**src/rtl/swz_pkg.sv**
```systemverilog
package swz_pkg;
  typedef enum logic [2:0] {
    SWZ_NONE     = 3'd0,
    SWZ_9        = 3'd1,
    SWZ_9_10     = 3'd2,
    SWZ_9_11     = 3'd3,
    SWZ_9_10_11  = 3'd4,
    SWZ_UNK      = 3'd5,
    SWZ_9_17     = 3'd6,
    SWZ_9_10_17  = 3'd7
  } swz_mode_e;

  typedef enum logic [1:0] {
    TILE_LIN  = 2'd0,
    TILE_X    = 2'd1,
    TILE_Y    = 2'd2,
    TILE_RSVD = 2'd3
  } tiling_e;

  localparam logic [1:0] CHM_SINGLE = 2'd0;
  localparam logic [1:0] CHM_ASYM   = 2'd1;
  localparam logic [1:0] CHM_ILV    = 2'd2;

  localparam int GEN_CHAN_DEC = 3;
  localparam int GEN_RANK_CMP = 4;
  localparam int GEN_FIXED    = 5;
  localparam int GEN_NO_SWZ   = 6;

  // tap vector order: {b17, b11, b10, b9}
  function automatic logic [3:0] taps_of(swz_mode_e m);
    case (m)
      SWZ_9:       taps_of = 4'b0001;
      SWZ_9_10:    taps_of = 4'b0011;
      SWZ_9_11:    taps_of = 4'b0101;
      SWZ_9_10_11: taps_of = 4'b0111;
      SWZ_9_17:    taps_of = 4'b1001;
      SWZ_9_10_17: taps_of = 4'b1011;
      default:     taps_of = 4'b0000;
    endcase
  endfunction
endpackage

```
**src/rtl/swz_cfg_decode.sv**
```systemverilog
module swz_cfg_decode
  import swz_pkg::*;
#(
  parameter int GEN_W  = 4,
  parameter int RANK_W = 16,
  localparam int CFG_W = GEN_W + 4 + 2 * RANK_W
) (
  input  logic [CFG_W-1:0] cfg_i,
  output swz_mode_e        x_mode_o,
  output swz_mode_e        y_mode_o
);
  localparam int CHM_LSB   = GEN_W;
  localparam int XDIS_BIT  = GEN_W + 2;
  localparam int SEL17_BIT = GEN_W + 3;
  localparam int RKA_LSB   = GEN_W + 4;
  localparam int RKB_LSB   = RKA_LSB + RANK_W;

  logic [GEN_W-1:0]  gen;
  logic [1:0]        chm;
  logic              xor_dis, sel17;
  logic [RANK_W-1:0] rank_a, rank_b;

  assign gen     = cfg_i[GEN_W-1:0];
  assign chm     = cfg_i[CHM_LSB +: 2];
  assign xor_dis = cfg_i[XDIS_BIT];
  assign sel17   = cfg_i[SEL17_BIT];
  assign rank_a  = cfg_i[RKA_LSB +: RANK_W];
  assign rank_b  = cfg_i[RKB_LSB +: RANK_W];

  always_comb begin
    x_mode_o = SWZ_NONE;
    y_mode_o = SWZ_NONE;
    if (&cfg_i) begin
      x_mode_o = SWZ_UNK;
      y_mode_o = SWZ_UNK;
    end else if (int'(gen) >= GEN_NO_SWZ) begin
      x_mode_o = SWZ_NONE;
      y_mode_o = SWZ_NONE;
    end else if (int'(gen) == GEN_FIXED) begin
      x_mode_o = SWZ_9_10;
      y_mode_o = SWZ_9;
    end else if (int'(gen) == GEN_RANK_CMP) begin
      if (rank_a == rank_b) begin
        x_mode_o = SWZ_9_10;
        y_mode_o = SWZ_9;
      end
    end else if (int'(gen) == GEN_CHAN_DEC && chm == CHM_ILV) begin
      if (xor_dis) begin
        x_mode_o = SWZ_9_10;
        y_mode_o = SWZ_9;
      end else if (!sel17) begin
        x_mode_o = SWZ_9_10_11;
        y_mode_o = SWZ_9_11;
      end else begin
        x_mode_o = SWZ_9_10_17;
        y_mode_o = SWZ_9_17;
      end
    end
  end
endmodule

```
**src/rtl/swz_mode_regs.sv**
```systemverilog
module swz_mode_regs
  import swz_pkg::*;
(
  input  logic      clk_i,
  input  logic      rst_ni,
  input  logic      load_i,
  input  swz_mode_e x_d_i,
  input  swz_mode_e y_d_i,
  output swz_mode_e x_q_o,
  output swz_mode_e y_q_o
);
  always_ff @(posedge clk_i or negedge rst_ni) begin
    if (!rst_ni) begin
      x_q_o <= SWZ_NONE;
      y_q_o <= SWZ_NONE;
    end else if (load_i) begin
      x_q_o <= x_d_i;
      y_q_o <= y_d_i;
    end
  end


  hold_without_load_chk: assert property (@(posedge clk_i) disable iff (!rst_ni)
    !load_i |=> ($stable(x_q_o) && $stable(y_q_o)));


  unknown_paired_chk: assert property (@(posedge clk_i) disable iff (!rst_ni)
    (x_q_o == SWZ_UNK) == (y_q_o == SWZ_UNK));

  // X never uses a mode without bit 10 other than none/unknown
  x_mode_set_chk: assert property (@(posedge clk_i) disable iff (!rst_ni)
    !(x_q_o inside {SWZ_9, SWZ_9_11, SWZ_9_17}));

  // Y never taps bit 10
  y_mode_set_chk: assert property (@(posedge clk_i) disable iff (!rst_ni)
    !(y_q_o inside {SWZ_9_10, SWZ_9_10_11, SWZ_9_10_17}));
endmodule

```
**src/rtl/swz_bit6_xor.sv**
```systemverilog
module swz_bit6_xor
  import swz_pkg::*;
#(
  parameter int ADDR_W = 32
) (
  input  logic [ADDR_W-1:0] addr_i,
  input  swz_mode_e         mode_i,
  output logic [ADDR_W-1:0] addr_o
);
  localparam int NTAP = 4;
  localparam int TAP_POS [NTAP] = '{9, 10, 11, 17};

  logic [NTAP-1:0] taps, hits;

  assign taps = taps_of(mode_i);

  for (genvar g = 0; g < NTAP; g++) begin : g_tap
    assign hits[g] = taps[g] & addr_i[TAP_POS[g]];
  end

  always_comb begin
    addr_o    = addr_i;
    addr_o[6] = addr_i[6] ^ (^hits);
  end
endmodule

```
**src/rtl/chan_swizzle.sv**
```systemverilog
module chan_swizzle
  import swz_pkg::*;
#(
  parameter int ADDR_W = 32,
  parameter int GEN_W  = 4,
  parameter int RANK_W = 16,
  localparam int CFG_W = GEN_W + 4 + 2 * RANK_W
) (
  input  logic              clk_i,
  input  logic              rst_ni,
  input  logic              cfg_load_i,
  input  logic [CFG_W-1:0]  cfg_i,
  input  logic [1:0]        tiling_i,
  input  logic [ADDR_W-1:0] addr_i,
  output logic [2:0]        mode_o,
  output logic              force_linear_o,
  output logic [ADDR_W-1:0] addr_o
);
  swz_mode_e x_dec, y_dec, x_q, y_q, sel_mode, app_mode;

  swz_cfg_decode #(.GEN_W(GEN_W), .RANK_W(RANK_W)) u_dec (
    .cfg_i    (cfg_i),
    .x_mode_o (x_dec),
    .y_mode_o (y_dec)
  );

  swz_mode_regs u_regs (
    .clk_i  (clk_i),
    .rst_ni (rst_ni),
    .load_i (cfg_load_i),
    .x_d_i  (x_dec),
    .y_d_i  (y_dec),
    .x_q_o  (x_q),
    .y_q_o  (y_q)
  );

  always_comb begin
    case (tiling_e'(tiling_i))
      TILE_X:  sel_mode = x_q;
      TILE_Y:  sel_mode = y_q;
      default: sel_mode = SWZ_NONE;
    endcase
    force_linear_o = (sel_mode == SWZ_UNK);
    app_mode       = force_linear_o ? SWZ_NONE : sel_mode;
  end

  assign mode_o = app_mode;

  swz_bit6_xor #(.ADDR_W(ADDR_W)) u_xor (
    .addr_i (addr_i),
    .mode_i (app_mode),
    .addr_o (addr_o)
  );


  only_bit6_chk: assert property (@(posedge clk_i) disable iff (!rst_ni)
    ((addr_o ^ addr_i) & ~(ADDR_W'(1) << 6)) == '0);


  linear_pass_chk: assert property (@(posedge clk_i) disable iff (!rst_ni)
    (tiling_i == 2'd0 || tiling_i == 2'd3) |-> (addr_o == addr_i && mode_o == 3'd0));


  forced_linear_chk: assert property (@(posedge clk_i) disable iff (!rst_ni)
    force_linear_o |-> (addr_o == addr_i && mode_o == 3'd0 && tiling_i inside {2'd1, 2'd2}));
endmodule

```
**config.mk**
```make
export PLATFORM = sky130hd
export DESIGN_NAME = chan_swizzle
export DESIGN_NICKNAME = d
export VERILOG_FILES = /design/src/rtl/swz_pkg.sv /design/src/rtl/swz_cfg_decode.sv /design/src/rtl/swz_mode_regs.sv /design/src/rtl/swz_bit6_xor.sv /design/src/rtl/chan_swizzle.sv
export SDC_FILE = /design/constraint.sdc
export NUM_CORES = 1
export LEC_CHECK = 0
export ABC_AREA = 1
export BUFFER_PORTS_ARGS = -buffer_cell sky130_fd_sc_hd__buf_2
export CAP_MARGIN = 20
export CELL_PAD_IN_SITES_DETAIL_PLACEMENT = 0
export CELL_PAD_IN_SITES_GLOBAL_PLACEMENT = 1
export CORE_ASPECT_RATIO = 0.8
export CORE_MARGIN = 5
export CORE_UTILIZATION = 22
export CTS_CLUSTER_DIAMETER = 200
export DETAILED_ROUTE_END_ITERATION = 10
export GPL_ROUTABILITY_DRIVEN = 0
export HOLD_SLACK_MARGIN = 0.03
export PLACE_DENSITY_LB_ADDON = 0.1
export SLEW_MARGIN = 0
export SYNTH_ARGS = -nofsm -noshare
export SYNTH_HDL_FRONTEND = slang
export SYNTH_SLANG_ARGS = --single-unit
```
**constraint.sdc**
```tcl
create_clock -name clk_i -period 1.75 [get_ports clk_i]
set_clock_uncertainty 0.2 [all_clocks]
set_input_delay 0 -clock clk_i [delete_from_list [all_inputs] [get_ports clk_i]]
set_output_delay 0 -clock clk_i [all_outputs]
set_load 0.05 [all_outputs]
```
## Yosys cells after proc, flatten, opt, wreduce, memory -nomap -nowiden

Cells that the tools add are included.
Widths: inputs -> output; s select.

- Register bits after elaboration: 6
- Bits of input ports: 77
- Output and inout bits: 36
- Word-level logic and storage cells: 44

- Order comparisons: 1
- Eq/ne operators: 14
- Muxes and demuxes: 19
- Bitwise operators: 5
- Reduce and logical (&&, ||, !) cells: 3

Operators with widths:

| kind | number |
|---|---|
| $mux 3 | 14 |
| $reduce_and 40->1 | 1 |
| $pmux 4 s6 | 1 |
| $eq 16x16->1 | 1 |
| $eq 3x3->1 const B | 4 |
| $eq 4x4->1 const B | 2 |
| $eq 3x2->1 const B | 2 |
| $pmux 3 s2 | 1 |
| $and 1x1->1 | 4 |
| $eq 2x2->1 const B | 2 |
| $eq 4x3->1 const B | 1 |
| $ge 4x3->1 const B | 1 |
| $mux 2 | 2 |
| $reduce_xor 4->1 | 1 |
| $eq 3x1->1 const B | 1 |
| $eq 2x1->1 const B | 1 |
| $logic_and 1x1->1 | 1 |
| $mux 1 | 1 |
| $xor 1x1->1 | 1 |

## Longest topological paths before layout

- Depth after elaboration: 9
- Mapped depth: 13
- Depth with buffers taken out: 13

## Cells and area by module

Synthesis repeated with hierarchy kept, for this count alone.

- Cells, all modules: 235
- Area total of the unflattened synthesis: 1260.0 um2

Modules (own cells, without submodules):

| module | times used | cells an instance | area each (um2) | sequential area each (um2) |
|---|---|---|---|---|
| swz_cfg_decode | 1 | 125 | 543.0 | 0.0 |
| swz_bit6_xor | 1 | 62 | 375.4 | 0.0 |
| swz_mode_regs | 1 | 25 | 221.5 | 150.1 |
| chan_swizzle | 1 | 23 | 120.1 | 0.0 |

## Least setup slack after synthesis

Ideal clock, no wire load.

- Kind: flip-flop to output port
- From: register u_regs.x_q_o[0]
- To: output mode_o[0]
- Arrival: 2.268 ns
- Required time: 1.550 ns
- Path slack: -0.718 ns
- Stages on the path, launching flop included: 6
- Path buffers: 0
- Path through: dfrtp_1 > nand2_1 > nand2_2 > nand2_4 > nor3_1 > nor2_1

- Longest elaborated chain between the ends: 3

Ends and longest elaborated chain:

| element | line | source |
|---|---|---|
| start, declared | swz_mode_regs.sv:9 | `output swz_mode_e x_q_o,` |
| start signal, assigned | swz_mode_regs.sv:17 | `x_q_o <= x_d_i;` |
| $pmux 3 s2 | chan_swizzle.sv:38 | `case (tiling_e'(tiling_i))` |
| $eq 3x3->1 | chan_swizzle.sv:43 | `force_linear_o = (sel_mode == SWZ_UNK);` |
| net force_linear_o | chan_swizzle.sv:16 | `output logic force_linear_o,` |
| $mux 3 | chan_swizzle.sv:44 | `app_mode = force_linear_o ? SWZ_NONE : sel_mode;` |
| end, declared | chan_swizzle.sv:15 | `output logic [2:0] mode_o,` |

The timed path passes the listed nets, and every way through them passes these cells.

## Worst setup path in the final report

- From: register u_regs.x_q_o[0]
- To: output addr_o[6]

- Longest elaborated chain between the ends: 8

Ends and longest elaborated chain:

| element | line | source |
|---|---|---|
| $pmux 3 s2 * | chan_swizzle.sv:38 |  |
| $eq 3x3->1 | chan_swizzle.sv:43 |  |
| $mux 3 * | chan_swizzle.sv:44 |  |
| $eq 3x3->1, or another cell as far along | swz_pkg.sv:31 | `case (m)` |
| $pmux 4 s6 * | swz_pkg.sv:31 |  |
| $and 1x1->1 | swz_bit6_xor.sv:18 | `assign hits[g] = taps[g] & addr_i[TAP_POS[g]];` |
| $reduce_xor 4->1 * | swz_bit6_xor.sv:23 | `addr_o[6] = addr_i[6] ^ (^hits);` |
| $xor 1x1->1 * | swz_bit6_xor.sv:23 |  |
| end, declared | chan_swizzle.sv:17 | `output logic [ADDR_W-1:0] addr_o` |

Mark *: on every way between the ends. The rest lies on a longest branch, timed or not.

==> impl_metrics.yaml <==
global_route:
  overflow: 0
  grt_max_degree: 8
  grt_pass1_vias: 1261
  grt.total_usage: 0.09963
  grt_pass1_wl_mm: 5.299
  antenna_found_initial: 0
routing:
  wl_per_cell_um: 11.08
  drtIter0Drc: 14
  finalWirelength_mm: 3.445
  via_per_inst: 4.106
  antenna_left: 0
  drc: 0
  via_count: 1277
  drtPass1Iterations: 4
cells_and_area:
  final_common_cell: "buf_2"
  diodes: 0
  finish.instance_area_um2: 1755
  post-route-util: 0.3547
  final_cell_mix: "buf_2 (57), nand2_1 (39), dlygate4sd3_1 (38), inv_1 (18), nor2_1 (14)"
  drive_gt1_frac: 0.3454
  area_growth_pct: 58.35
  nNetsFinal: 329
timing:
  slew_violations: 0
  fin_ws_ns: -0.06849
  whs_ns: 0.04867
  worst_pin_slew_ns: 0.5184
  max_freq_mhz: 549.9
  finalCritPeriodShare: 1.039
  max_slew_margin: 0.6532
  min_period_ns: 1.818
  finalHoldViolCount: 0
  finalSetupViolations: 1
  rsz0062_at_grt: "true"
synth:
  synthMuxAreaShare: 0
  synth_compound_area_frac: 0.04063
  yosys.area.top_type_share: 0.2099
  yosys.area.top_type: "buf_4"
  seq_area_frac_synth: 0.1129
  syn_nets: 253
  synth-seq-cells: 5
  yosys_warnings: 0
  syn_area_um2: 1109
  yosys.area_share.simple: 0.4120
  synth.avg_cell_area_um2: 6.371
  syn_inst: 174
  synthTopCellsByArea: "buf_4 (21%), nand2_1 (14%), dfrtp_1 (11%), xnor2_1 (8.7%), inv_1 (6.1%)"
  synth_xor_area_frac: 0.1343
  synthAdderAreaFrac: 0.02257
  ys_types: 24
  synth_top_family_by_area: "simple AND/OR/NAND/NOR gates"
clock_network:
  htree_levels: 1
  clockRootBuffer: "clkbuf_8"
  cts.clk_slew.worst_paths_ns: 0.04
  cts_buffer_depth: 2
  clkSinkCount: 5
  cts_tree: "done"
  clkLatencyLatePin_ns: 0.22
  cts_buffers: 3
floorplanning:
  dieArea_um2: 6567
  die_w_um: 89.37
  fp.dieH_um: 73.49
  num_rows: 23
  initial_core_util: 0.2240
  core-area_um2: 4950
  ios: 113
placed_design:
  portBuffers: 58
  dp_hpwl_mm: 2.674
  place_ws_ns: 0.01440
  place_area_um2: 1290
power_and_ir_drop:
  power_density_nw_per_um2: 428.8
  power_mw: 0.7527
  ir_drop_v: 0.0003210
  p_leak_nw: 0.8936
critical_path:
  path_class: "register to output pin"
  startpoint_type: "register"
  endpoint_kind: "output pin"
  rr_worst_depth: 3
  worstPathRequired_ns: 1.55
  path_max_fanout: 5
  cp.arrival_ns: 1.62
status:
  violations: "negative setup slack"
  status: "finished, violations left"
hold_path:
  holdPathStages: 5
  hp-class: "input pin to register"
run:
  maxCapViolCount: 0
synthesized netlist by cell type:
library cell	number
dfrtp_1	5
inv_2	2
nor3_1	5
o21bai_4	1
o21ai_0	3
nor2_4	1
xnor2_1	11
nand2_1	42
nand3_1	11
or2_1	1
inv_1	18
nand2_2	4
ha_1	2
xor2_1	6
a21oi_1	1
nand2_4	2
nand4_1	9
nor4_4	1
buf_4	31
nor3_2	1
nor2_1	14
or2_2	1
a31oi_1	1
nor3b_1	1
repair_timing:
action / 4_1_cts / 5_1_grt
setup endpoints to repair: 1 / 3
endpoints found under the hold margin: 37 / 0
resized for setup: 4 / 3
hold buffers: 38 / 0
pin swaps: 0 / 5
buffers inserted: 1 / 2
flip-flops by register name, summed over array words and instances (netlist names):
| register | count |
|---|---|
| u_regs.x_q_o | 3 |
| u_regs.y_q_o | 2 |
layer usage:
metal / vias up / wire length, um / track usage
met5: - / 0 / 0
met4: 0 / 0 / 0.004959
met3: 0 / 337 / 0.02018
met2: 57 / 1724 / 0.1823
met1: 552 / 1383 / 0.1258
li1: 668 / - / -
through the flow:
stage	std cells	setup TNS (ns)
final	311	-0.06849
after global routing	311	-0.2107
after CTS	309	-0.06577
after detailed placement	266	0
after global placement	266	0
after floorplan	174	-0.1818
worst paths after layout:
kind | startpoint | endpoint | slack, ns
worst max-delay path | u_regs.x_q_o[0]$_DFFE_PN0P_ | addr_o[6] | -0.07
worst min-delay path | cfg_i[3] | u_regs.y_q_o[0]$_DFFE_PN0P_ | 0.05
worst max register to register | u_regs.x_q_o[2]$_DFFE_PN0P_ | u_regs.x_q_o[2]$_DFFE_PN0P_ | 0.36
worst min register to register | u_regs.x_q_o[1]$_DFFE_PN0P_ | u_regs.x_q_o[1]$_DFFE_PN0P_ | 0.29
max in group asynchronous | rst_ni | u_regs.y_q_o[0]$_DFFE_PN0P_ | 0.65
min in group asynchronous | rst_ni | u_regs.y_q_o[1]$_DFFE_PN0P_ | 0.50
cell type report:
type,count,area (um2)
well taps,62,77.57
clock buffers,4,45.04
flip-flops and latches,5,125.1
inverters,20,75.07
multi-input cells,118,710.7
fillers,562,3194
repair buffers,102,721.9
logic make-up (layout without fill, tap and decap cells):
| family | after synthesis | after routing |
|---|---|---|
| buffers and inverters | 51 | 126 |
| AO/OA/AOI/OAI | 6 | 6 |
| flip-flops | 5 | 5 |
| XOR/XNOR | 17 | 17 |
| adder cells (fa/ha/maj) | 2 | 2 |
| AND/OR/NAND/NOR | 93 | 93 |
report_power, final:
group / switching, mW / leakage [nW] / internal (mW)
clock network: 0.0540 / 0.0228 / 0.156
registers: 0.00184 / 0.0679 / 0.120
logic: 0.264 / 0.803 / 0.157
total: 0.319 / 0.894 / 0.433
critical path, cell delays in order, from the launching register on:
cell	delay (ns)
dfrtp_1	0.39
nand2_1	0.08
nand2_2	0.09
nand2_2	0.10
nand2_2	0.07
nand2_2	0.05
inv_1	0.03
nand2_1	0.06
nand2_1	0.05
nand2_1	0.07
nand2_2	0.09
xnor2_4	0.16
buf_6	0.17
Power figures use the tool's default switching activity.
